### config.mk
export PLATFORM = sky130hd
export DESIGN_NAME = audio_ctrl_regs
export DESIGN_NICKNAME = d
export VERILOG_FILES = /design/src/rtl/audio_regs_pkg.sv /design/src/rtl/audio_regs_ctrl.sv /design/src/rtl/audio_regs_data.sv /design/src/rtl/audio_ctrl_regs.sv
export SDC_FILE = /design/constraint.sdc
export NUM_CORES = 1
export LEC_CHECK = 0
export BUFFER_PORTS_ARGS = -buffer_cell sky130_fd_sc_hd__buf_2
export CAP_MARGIN = 20
export CORE_ASPECT_RATIO = 0.75
export CORE_MARGIN = 3
export CORE_UTILIZATION = 40
export DETAILED_ROUTE_END_ITERATION = 7
export HOLD_SLACK_MARGIN = 0.15
export PLACE_DENSITY = 0.77
export SLEW_MARGIN = 20
export SYNTH_ARGS = -nofsm -noshare
export SYNTH_HDL_FRONTEND = slang
export SYNTH_SLANG_ARGS = --single-unit
### constraint.sdc
create_clock -name clk -period 1 [get_ports clk]
set_input_delay 0.1 -clock clk [delete_from_list [all_inputs] [get_ports clk]]
set_output_delay 0.1 -clock clk [all_outputs]
set_load 0.05 [all_outputs]
### src/rtl/audio_regs_pkg.sv
package audio_regs_pkg;
  localparam int DATA_W = 32;
  localparam logic [7:0] OFS_GIE  = 8'h1C;
  localparam logic [7:0] OFS_STS  = 8'h20;
  localparam logic [7:0] OFS_IEN  = 8'h28;
  localparam logic [7:0] OFS_KEY  = 8'h40;
  localparam logic [7:0] OFS_CTRL = 8'h44;
  localparam logic [7:0] OFS_CHST = 8'h4C;
  localparam logic [7:0] OFS_USER = 8'h64;
  localparam logic [DATA_W-1:0] RESET_KEY = 32'h0000_000A;

  typedef enum logic [2:0] {
    RD_NONE, RD_GIE, RD_STS, RD_IEN, RD_CTRL, RD_CHST, RD_USER
  } rdSel_e;

  // strobes from address decode to the register datapath
  typedef struct packed {
    logic   wrGie;
    logic   wrSts;
    logic   wrIen;
    logic   wrCtrl;
    logic   keyHit;
    logic   rdEn;
    rdSel_e rdSel;
  } regStrobe_t;
endpackage

### src/rtl/audio_regs_ctrl.sv
module audio_regs_ctrl
  import audio_regs_pkg::*;
#(
  parameter int ADDR_W = 8
) (
  input  logic [ADDR_W-1:0] regAddr,
  input  logic              regWrEn,
  input  logic [DATA_W-1:0] regWrData,
  input  logic              regRdEn,
  output regStrobe_t        strb
);
  always_comb begin
    strb        = '0;
    strb.rdEn   = regRdEn;
    strb.rdSel  = RD_NONE;
    if (regAddr == ADDR_W'(OFS_GIE)) begin
      strb.wrGie = regWrEn;
      strb.rdSel = RD_GIE;
    end else if (regAddr == ADDR_W'(OFS_STS)) begin
      strb.wrSts = regWrEn;
      strb.rdSel = RD_STS;
    end else if (regAddr == ADDR_W'(OFS_IEN)) begin
      strb.wrIen = regWrEn;
      strb.rdSel = RD_IEN;
    end else if (regAddr == ADDR_W'(OFS_CTRL)) begin
      strb.wrCtrl = regWrEn;
      strb.rdSel  = RD_CTRL;
    end else if (regAddr == ADDR_W'(OFS_KEY)) begin
      strb.keyHit = regWrEn && (regWrData == RESET_KEY);
    end else if (regAddr == ADDR_W'(OFS_CHST)) begin
      strb.rdSel = RD_CHST;
    end else if (regAddr == ADDR_W'(OFS_USER)) begin
      strb.rdSel = RD_USER;
    end
  end
endmodule

### src/rtl/audio_regs_data.sv
module audio_regs_data
  import audio_regs_pkg::*;
#(
  parameter int NUM_EVT = 8,
  parameter int CFG_W   = 4
) (
  input  logic                clk,
  input  logic                rstN,
  input  regStrobe_t          strb,
  input  logic [NUM_EVT-1:0]  wrEvtBits,
  input  logic [CFG_W+1:0]    wrCtrlBits,
  input  logic                wrGieBit,
  input  logic [NUM_EVT-1:0]  evtIn,
  input  logic [DATA_W-1:0]   chanStatusIn,
  input  logic [DATA_W-1:0]   userDataIn,
  output logic [DATA_W-1:0]   rdData,
  output logic                coreEn,
  output logic [CFG_W-1:0]    clkCfg,
  output logic                fifoFlush,
  output logic                softRst,
  output logic                irqOut,
  output logic                gieQ,
  output logic [NUM_EVT-1:0]  stsQ,
  output logic [NUM_EVT-1:0]  ienQ
);
  localparam int CFG_LSB = 2;
  localparam int CFG_MSB = CFG_LSB + CFG_W - 1;

  logic [DATA_W-1:0]  rdMux;
  logic [NUM_EVT-1:0] clrMask;

  assign clrMask = strb.wrSts ? wrEvtBits : '0;
  assign irqOut  = gieQ & (|(stsQ & ienQ));

  always_comb begin
    unique case (strb.rdSel)
      RD_GIE:  rdMux = {gieQ, {(DATA_W-1){1'b0}}};
      RD_STS:  rdMux = DATA_W'(stsQ);
      RD_IEN:  rdMux = DATA_W'(ienQ);
      RD_CTRL: rdMux = DATA_W'({clkCfg, 1'b0, coreEn});
      RD_CHST: rdMux = chanStatusIn;
      RD_USER: rdMux = userDataIn;
      default: rdMux = '0;
    endcase
  end

  always_ff @(posedge clk or negedge rstN) begin
    if (!rstN) begin
      coreEn    <= 1'b0;
      clkCfg    <= '0;
      fifoFlush <= 1'b0;
      softRst   <= 1'b0;
      gieQ      <= 1'b0;
      stsQ      <= '0;
      ienQ      <= '0;
      rdData    <= '0;
    end else begin
      softRst   <= strb.keyHit;
      fifoFlush <= strb.wrCtrl && wrCtrlBits[1];
      rdData    <= strb.rdEn ? rdMux : '0;
      if (softRst) begin
        coreEn <= 1'b0;
        clkCfg <= '0;
        gieQ   <= 1'b0;
        stsQ   <= '0;
        ienQ   <= '0;
      end else begin
        if (strb.wrCtrl) begin
          coreEn <= wrCtrlBits[0];
          clkCfg <= wrCtrlBits[CFG_MSB:CFG_LSB];
        end
        if (strb.wrIen) ienQ <= wrEvtBits;
        if (strb.wrGie) gieQ <= wrGieBit;
        // new events override a clear in the same cycle
        stsQ <= (stsQ & ~clrMask) | evtIn;
      end
    end
  end
endmodule

### src/rtl/audio_ctrl_regs.sv
module audio_ctrl_regs
  import audio_regs_pkg::*;
#(
  parameter int ADDR_W  = 8,
  parameter int NUM_EVT = 8,
  parameter int CFG_W   = 4
) (
  input  logic               clk,
  input  logic               rstN,
  input  logic [ADDR_W-1:0]  regAddr,
  input  logic               regWrEn,
  input  logic [DATA_W-1:0]  regWrData,
  input  logic               regRdEn,
  output logic [DATA_W-1:0]  regRdData,
  input  logic [NUM_EVT-1:0] evtIn,
  input  logic [DATA_W-1:0]  chanStatusIn,
  input  logic [DATA_W-1:0]  userDataIn,
  output logic               coreEn,
  output logic [CFG_W-1:0]   clkCfg,
  output logic               fifoFlush,
  output logic               softRstOut,
  output logic               irqOut
);
  regStrobe_t         strb;
  logic               gieQ;
  logic [NUM_EVT-1:0] stsQ;
  logic [NUM_EVT-1:0] ienQ;

  audio_regs_ctrl #(.ADDR_W(ADDR_W)) u_ctrl (
    .regAddr   (regAddr),
    .regWrEn   (regWrEn),
    .regWrData (regWrData),
    .regRdEn   (regRdEn),
    .strb      (strb)
  );

  audio_regs_data #(.NUM_EVT(NUM_EVT), .CFG_W(CFG_W)) u_data (
    .clk          (clk),
    .rstN         (rstN),
    .strb         (strb),
    .wrEvtBits    (regWrData[NUM_EVT-1:0]),
    .wrCtrlBits   (regWrData[CFG_W+1:0]),
    .wrGieBit     (regWrData[DATA_W-1]),
    .evtIn        (evtIn),
    .chanStatusIn (chanStatusIn),
    .userDataIn   (userDataIn),
    .rdData       (regRdData),
    .coreEn       (coreEn),
    .clkCfg       (clkCfg),
    .fifoFlush    (fifoFlush),
    .softRst      (softRstOut),
    .irqOut       (irqOut),
    .gieQ         (gieQ),
    .stsQ         (stsQ),
    .ienQ         (ienQ)
  );
endmodule

==> flow_metrics.tcl, run 1 <==
set metrics [dict create \
    cts_sinks 56 \
    fin_crit_sh 1.500 \
    grt_pass1_wl_microns 18460 \
    min_path_type "in -> reg" \
    portBuffers 155 \
    clockBufferDepth 2 \
    ios 156 \
    grt_pass1_vias 3638 \
    multi_input_area_sq_um 1722 \
    synth_area_leader_cell "dfrtp_1" \
    layout_commonest_cell "buf_2" \
    finalSetupViolCount 84 \
    endpoint "irqOut" \
    fin_skew_ns 0.04120 \
    synth.avg_cell_area_sq_um 10.26 \
    seq_area_sq_um 1403 \
    fp-row-count 25 \
    syn_to_final_growth_pct 110.0 \
    yosysTopAreaCellShare 0.5098 \
    cap_violations 0 \
    clock.fmax_mhz 666.7 \
    drive_above_1_share 0.5889 \
    wl_per_cell_microns 28.52 \
    rsz0062_at_grt "true" \
    htree_num_levels 2 \
    synth_cell_types 40 \
    r2r_cells 5 \
    ys_ff_latch 56 \
    synth_edf_count 0 \
    power.leakage_uw 0.002579 \
    cts_tree "built" \
    numCtsBuffers 5 \
    reg2reg_to "u_data.rdData[7]$_DFF_PN0_" \
    ant_nets 0 \
    synth.area.top_cells "dfrtp_1 51%, a22oi_1 9.6%, mux2i_1 8.4%" \
    synth_cells 268 \
    gp_congestion 0.8207 \
    path_clk_slew_ns 0.14 \
    status "finished, violations left" \
    worstPathMaxFanout 2 \
    grt_max_degree 57 \
    slew_headroom 0.6748 \
    violations "setup timing" \
    required_ns 0.90 \
    fp.dieH_microns 77.79 \
    num-fill-cells 233 \
    drt_pass1_iterations 6 \
    start_util 0.4245 \
    drc 0 \
    fp.dieW_microns 101.7 \
    p_per_area_nw_per_um2 848.4 \
    gr-total-overflow 0 \
    first_iter_violations 447 \
    mappedNetlistNets 384 \
    finalHoldViolCount 0 \
    async_flop_share 1.000 \
    netlist_area_sq_um 2749 \
    layout_common_cells "109 x buf_2, 72 x dlygate4sd3_1, 55 x dfrtp_1" \
    cp-start-kind "flop" \
    via_per_inst 6.424 \
    maxSlewViolCount 0 \
    total_power_uw 4897 \
    clockRootBuffer "clkbuf_8" \
    ys_warn_count 0 \
    endpoint_kind "output port" \
    dp_worst_setup_slack_ns -0.6040 \
    core-area_sq_um 6475 \
    path_class "reg -> out" \
    worst_slack_ns -0.5000 \
    cp.arrival_ns 1.40 \
    tns_ns -9.891 \
    nets 655 \
    wl_microns 17740 \
    dp_hpwl_microns 6898 \
    grt_antenna_before_repair 1 \
    clk-insertion-delay-late_ns 0.36 \
    worstReg2RegStart "u_data.stsQ[7]$_DFF_PN0_" \
    vias 3996 \
    tightest_slew_ns 0.4834 \
    die-area_sq_um 7913 \
    layout_min_cycle_time_ns 1.500 \
    grt_usage 0.3045 \
    vdd_drop_max_v 0.0006582 \
    yosysSeqAreaShare 0.5098 \
    synthFlopType "dfrtp_1" \
    reg2reg_slack_ns -0.39 \
    startpoint "u_data.stsQ[7]$_DFF_PN0_" \
]
==> Yosys cell counts (all sizes together) (2+ instances only) <==
cell	count
mux2	4
nand2	4
and4	2
nor4	8
buf	14
inv	18
clkbuf	5
o21ai	9
dfrtp	56
or4b	2
nor2	43
o22ai	4
nand3b	2
a21oi	13
nand4	2
nor3	5
nand2b	2
mux2i	23
a22oi	35
and4bb	2
nand4b	2
==> worst max-delay path, cell delays in order (launching register included) <==
cell and delay [ns]:
dfrtp_1 0.46, a22oi_2 0.24, a41oi_2 0.16, buf_6 0.19
==> through the flow <==
| stage | utilization | std cells | hold slack [ns] | cell area, sq um |
|---|---|---|---|---|
| after floorplan | - | 268 | -0.1956 | 2882 |
| after global placement | 0.6085 | 525 | 0.1151 | 3940 |
| after detailed placement | 0.6085 | 525 | 0.1232 | 3940 |
| after CTS | 0.7807 | 612 | 0.03247 | 5055 |
| after global routing | 0.8914 | 622 | 0.08998 | 5772 |
| final | 0.8914 | 622 | 0.07473 | 5772 |
==> how the worst min path moves through the flow <==
stage,start,endpoint,depth (start not counted)
after global placement,rstN,u_data.rdData[19]$_DFF_PN0_,2
after detailed placement,rstN,u_data.rdData[19]$_DFF_PN0_,2
final,regWrData[11],u_data.softRst$_DFF_PN0_,4
after floorplan,rstN,u_data.clkCfg[0]$_DFFE_PN0P_,0
after global routing,regWrData[11],u_data.softRst$_DFF_PN0_,4
after CTS,regWrData[14],u_data.softRst$_DFF_PN0_,4
==> timing repair <==
item | in CTS | in global routing
buffers inserted | 6 | 6
gates cloned | 0 | 4
setup endpoints to repair | 90 | 93
pin swaps | 12 | 30
hold buffers | 73 | 2
resized for setup | 75 | 150
endpoints found under the hold margin | 101 | 4
==> state kept, by name, indices dropped and copies added (netlist names) <==
register          flops
u_data.fifoFlush      1
u_data.gieQ           1
u_data.stsQ           8
u_data.ienQ           8
u_data.clkCfg         4
u_data.coreEn         1
u_data.softRst        1
u_data.rdData        32
==> where the power goes <==
part           switching (uW)  internal (uW)
registers                32.4           2290
clock network             889            506
logic                     560            618
total                    1480           3420
==> metal layers <==
| metal | up-vias | routed length [microns] | track usage |
|---|---|---|---|
| met5 | - | 0 | 0 |
| met4 | 0 | 1700 | 0.1753 |
| met3 | 163 | 2222 | 0.07817 |
| met2 | 428 | 7975 | 0.5078 |
| met1 | 1895 | 5840 | 0.3509 |
| li1 | 1510 | - | - |
==> area by class of cell <==
cell class              count  share of cell area
multi-input cells         175              0.2983
clock buffers               5             0.01192
inverters                  18             0.01171
well taps                  81             0.01756
flip-flops and latches     56              0.2430
diodes                      1           0.0004336
repair buffers            283              0.4132
clock inverters             3            0.003902
==> cell families after synthesis <==
family	count (synthesis)	synth area share
multiplexers	27	0.1001
flip-flops	56	0.5098
AO/OA/AOI/OAI	66	0.1639
buffers and inverters	37	0.06691
AND/OR/NAND/NOR	82	0.1593
Note: power is estimated with default switching activity, not from simulation.
==> run 2: changes to the inputs <==
--- a/config.mk
+++ b/config.mk
@@ -11,6 +11,7 @@
 export CORE_MARGIN = 3
 export CORE_UTILIZATION = 40
 export DETAILED_ROUTE_END_ITERATION = 7
+export GPL_TIMING_DRIVEN = 0
 export HOLD_SLACK_MARGIN = 0.15
 export PLACE_DENSITY = 0.77
 export SLEW_MARGIN = 20
==> flow_metrics.tcl, run 2 (synthesis gave the netlist of run 1 again) <==
set metrics [dict create \
    status "finished, violations left" \
    violations "setup timing" \
    grt_pass1_vias 3654 \
    critPathMaxStageDelay_ns 0.46 \
    critPathTopFamily "flip-flops" \
    die-area_sq_um 7913 \
    dp_hpwl_microns 6642 \
    reg_top3 "u_data.rdData: 32 flops, u_data.ienQ: 8 flops, u_data.stsQ: 8 flops" \
    ios 156 \
    startpoint "u_data.stsQ[7]$_DFF_PN0_" \
    numCtsBuffers 5 \
    drive_above_1_share 0.5593 \
    slew_headroom 0.6437 \
    nets 646 \
    power.leakage_uw 0.002497 \
    ant_nets 0 \
    tns_ns -12.96 \
    clock.fmax_mhz 682.4 \
    grt_pass1_wl_microns 19670 \
    cts_tree "built" \
    top_register "u_data.rdData" \
    total_power_uw 5071 \
    gr-total-overflow 0 \
    layout_min_cycle_time_ns 1.465 \
    cts_sinks 56 \
    worstPathMaxFanout 2 \
    clockBufferDepth 2 \
    crit_chain "a22oi_2 > a41oi_2 > buf_6" \
    grt_max_degree 57 \
    largest_reg_flops 32 \
    fin_crit_sh 1.465 \
    maxSlewViolCount 0 \
    clk-insertion-delay-late_ns 0.33 \
    num-fill-cells 248 \
    cap_violations 0 \
    portBuffers 153 \
    syn_to_final_growth_pct 104.8 \
    hold_ws_ns 0.09614 \
    path_clk_slew_ns 0.13 \
    core-area_sq_um 6475 \
    path_buf_inv 1 \
    layout_commonest_cell "buf_2" \
    rsz0062_at_grt "true" \
    gp_congestion 0.8161 \
    wl_microns 16850 \
    crit_slowest_cell "dfrtp_1" \
    htree_num_levels 2 \
    grt_antenna_before_repair 3 \
    worst_slack_ns -0.4654 \
    via_per_inst 6.293 \
    finalSetupViolCount 75 \
    fin_skew_ns 0.02228 \
    required_ns 0.90 \
    fp.dieW_microns 101.7 \
    finalHoldViolCount 0 \
    endpoint_kind "output port" \
    cp-start-kind "flop" \
    worstReg2RegStart "u_data.stsQ[7]$_DFF_PN0_" \
    drt_pass1_iterations 5 \
    tightest_slew_ns 0.5344 \
    path_class "reg -> out" \
    min_path_type "in -> reg" \
    wl_per_cell_microns 27.39 \
    multi_input_area_sq_um 1650 \
    seq_area_sq_um 1404 \
    first_iter_violations 533 \
    worstHoldStart "regWrData[0]" \
    p_per_area_nw_per_um2 900.9 \
    vias 3870 \
    start_util 0.4245 \
    cp.arrival_ns 1.37 \
    fp.dieH_microns 77.79 \
    fp-row-count 25 \
    drc 0 \
    reg2reg_slack_ns -0.38 \
    clockRootBuffer "clkbuf_8" \
    vdd_drop_max_v 0.0006439 \
    layout_common_cells "110 x buf_2, 79 x dlygate4sd3_1, 57 x buf_6" \
    grt_usage 0.3270 \
]
-- run 2: cell count changes in the layout (fill, tap and decap cells not counted), sizes merged --
cell / change
buf: -17
bufinv: +1
clkbuf: +1
diode: +2
dlygate4sd3: +7
inv: -1
-- run 2: final cells by class --
class,count,share of cell area
Tap cell,81,0.01800
Antenna cell,3,0.001334
Clock inverter,3,0.008446
Timing Repair Buffer,255,0.3659
Buffer,19,0.03956
Sequential cell,56,0.2494
Inverter,18,0.01200
Multi-Input combinational cell,175,0.2932
Clock buffer,5,0.01222
-- run 2: power by group --
| group | internal, uW | leakage [uW] | switching (uW) |
|---|---|---|---|
| combinational | 582 | 0.00170 | 527 |
| clock | 758 | 0.0000583 | 880 |
| sequential | 2290 | 0.000735 | 33.5 |
| total | 3630 | 0.00250 | 1440 |
-- run 2: worst min-delay path: cells and delay by family --
family,cells,cell delay (ns)
mux,1,0.08
buf+inv,1,0.12
simple gates,1,0.08
-- run 2: final timing paths --
check / end / cells past startpoint
setup / recovery: irqOut / 3
hold / removal: u_data.coreEn$_DFFE_PN0P_ / 3
setup reg to reg: u_data.rdData[7]$_DFF_PN0_ / 5
hold reg to reg: u_data.stsQ[0]$_DFF_PN0_ / 1
max in group asynchronous: u_data.clkCfg[1]$_DFFE_PN0P_ / 2
min in group asynchronous: u_data.rdData[2]$_DFF_PN0_ / 2
-- run 2: routing by layer --
layer,up-vias,track usage,part of all wire
li1,1491,-,-
met1,1832,0.3676,0.33
met2,416,0.5809,0.47
met3,131,0.1006,0.12
met4,0,0.1129,0.081
met5,-,0,0
-- run 2: per-stage QoR --
step           cell area (sq um)  setup slack (ns)  cells  utilization
6_report                    5629           -0.4654    615       0.8694
5_1_grt                     5629           -0.4700    615       0.8694
4_1_cts                     5263           -0.3740    615       0.8128
3_3_place_gp                3749           -0.6457    502       0.5789
2_1_floorplan               2882           -0.3735    268            -
3_5_place_dp                3751           -0.6559    502       0.5793
-- run 2: repair_timing --
action / 4_1_cts / 5_1_grt
hold buffers: 83 / 3
cloned: 3 / 0
gates resized for setup: 114 / 109
setup buffers: 19 / 4
endpoints found under the hold margin: 112 / 3
setup endpoints to repair: 89 / 97
pin swaps: 25 / 25
==> run 3: changes to the inputs <==
--- a/config.mk
+++ b/config.mk
@@ -14,6 +14,7 @@
 export GPL_TIMING_DRIVEN = 0
 export HOLD_SLACK_MARGIN = 0.15
 export PLACE_DENSITY = 0.77
+export SKIP_LAST_GASP = 1
 export SLEW_MARGIN = 20
 export SYNTH_ARGS = -nofsm -noshare
 export SYNTH_HDL_FRONTEND = slang
==> flow_metrics.tcl, run 3 (synthesis gave the netlist of run 1 again) <==
set metrics [dict create \
    worstHoldStart "regWrData[14]" \
    tightest_slew_ns 0.5320 \
    r2r_cells 6 \
    wl_per_cell_microns 27.56 \
    whs_path_depth 4 \
    vdd_drop_max_v 0.0006312 \
    slew_headroom 0.6453 \
    fin_skew_ns 0.03234 \
    violations "setup timing" \
    path_clk_slew_ns 0.10 \
    cp.arrival_ns 1.36 \
    layout_min_cycle_time_ns 1.464 \
    numCtsBuffers 5 \
    drive_above_1_share 0.5483 \
    finalHoldViolCount 0 \
    die-area_sq_um 7913 \
    total_power_uw 5149 \
    required_ns 0.90 \
    min_path_type "in -> reg" \
    rsz0062_at_grt "true" \
    finalNonFillerCells 619 \
    drt_pass1_iterations 5 \
    grt_pass1_vias 3625 \
    start_util 0.4245 \
    critPathMaxStageDelay_ns 0.43 \
    cp-start-kind "flop" \
    num-fill-cells 225 \
    core-area_sq_um 6475 \
    grt_pass1_wl_microns 19230 \
    fp.dieH_microns 77.79 \
    power.leakage_uw 0.002539 \
    fp.dieW_microns 101.7 \
    p_per_area_nw_per_um2 904.4 \
    gr-total-overflow 0 \
    wl_microns 17060 \
    layout_common_cells "109 x buf_2, 84 x dlygate4sd3_1, 59 x buf_6" \
    crit_slowest_cell "dfrtp_1" \
    vias 3924 \
    clockBufferDepth 2 \
    nets 653 \
    antenna_cells 0 \
    ios 156 \
    seq_area_sq_um 1404 \
    htree_num_levels 2 \
    clk-insertion-delay-late_ns 0.35 \
    hold_ws_ns 0.06932 \
    finalSetupViolCount 94 \
    reg2reg_slack_ns -0.44 \
    path_buf_inv 1 \
    syn_to_final_growth_pct 107.1 \
    critPathTopFamily "flip-flops" \
    portBuffers 153 \
    first_iter_violations 398 \
    layout_commonest_cell "buf_2" \
    gp_congestion 0.8161 \
    path_class "reg -> out" \
    grt_usage 0.3192 \
    largest_reg_flops 32 \
    top_register "u_data.rdData" \
    worst_slack_ns -0.4639 \
    reg_top3 "u_data.rdData: 32 flops, u_data.ienQ: 8 flops, u_data.stsQ: 8 flops" \
    reg2reg_to "u_data.rdData[7]$_DFF_PN0_" \
    min_to "u_data.softRst$_DFF_PN0_" \
    dp_cells 502 \
    worst-path-stages 3 \
    maxSlewViolCount 0 \
    cts_tree "built" \
    clockRootBuffer "clkbuf_8" \
    cts_sinks 56 \
    grt_antenna_before_repair 1 \
    final_util 0.8792 \
    clock.fmax_mhz 683.1 \
    crit_chain "a22oi_2 > a41oi_2 > buf_6" \
    ant_nets 0 \
    cap_violations 0 \
    status "finished, violations left" \
    grt_max_degree 57 \
    fp-row-count 25 \
    dp_hpwl_microns 6642 \
    dp_worst_setup_slack_ns -0.6559 \
    fin_crit_sh 1.464 \
    worstPathMaxFanout 2 \
    via_per_inst 6.339 \
    drc 0 \
    worstReg2RegStart "u_data.ienQ[7]$_DFFE_PN0P_" \
    multi_input_area_sq_um 1634 \
    endpoint_kind "output port" \
]
-- run 3: changes by cell type in the layout (fill, tap and decap cells not counted), moves of 2 or more --
cell / change
buf_6: +2
dlygate4sd3_1: +5
diode_2: -3
nor2_4: -3
nor2_1: +2
-- run 3: area by class of cell --
cell class,instances,share of cell area
Buffer,19,0.03956
Clock inverter,3,0.008352
Multi-Input combinational cell,175,0.2870
Sequential cell,56,0.2466
Tap cell,81,0.01780
Inverter,18,0.01187
Clock buffer,5,0.01209
Timing Repair Buffer,262,0.3767
-- run 3: worst max path at each step --
stage                               startpoint                           end  slack (ns)
floorplan                           regAddr[7]  u_data.clkCfg[3]$_DFFE_PN0P_       -0.37
global placement                    regAddr[2]  u_data.clkCfg[3]$_DFFE_PN0P_       -0.65
detailed placement                  regAddr[2]  u_data.clkCfg[3]$_DFFE_PN0P_       -0.66
CTS                 u_data.ienQ[7]$_DFFE_PN0P_                        irqOut       -0.37
global route          u_data.stsQ[3]$_DFF_PN0_                        irqOut       -0.53
finish                u_data.stsQ[6]$_DFF_PN0_                        irqOut       -0.46
-- run 3: routing by layer --
| layer | vias up | track usage | part of all wire |
|---|---|---|---|
| met5 | - | 0 | 0.00076 |
| met4 | 2 | 0.1182 | 0.097 |
| met3 | 160 | 0.08535 | 0.12 |
| met2 | 405 | 0.5659 | 0.46 |
| met1 | 1854 | 0.3643 | 0.32 |
| li1 | 1503 | - | - |
-- run 3: worst reg2reg max path, delay by kind of cell (launching register included) --
family | cells | cell delay, ns
mux | 1 | 0.26
flops | 1 | 0.44
buf+inv | 3 | 0.36
compound gates | 2 | 0.29
-- run 3: report_power, final --
part           total (uW)  internal, uW  switching [uW]  leakage (uW)
Clock                1690           759             935     0.0000583
Combinational        1130           608             521       0.00175
Sequential           2330          2290            34.7      0.000735
Total                5150          3660            1490       0.00254
-- run 3: repair_timing --
item	CTS	global route
pin swaps	25	27
buffers inserted	19	6
hold endpoints to repair	112	7
gates cloned	3	0
gates resized for setup	106	113
hold buffers	84	7
setup endpoints to repair	89	97
-- run 3: stage by stage --
step	area (sq um)	setup TNS, ns
after floorplan	2882	-10.26
after global placement	3749	-37.13
after detailed placement	3751	-27.37
after CTS	5243	-5.337
after global routing	5693	-16.12
final	5693	-15.58
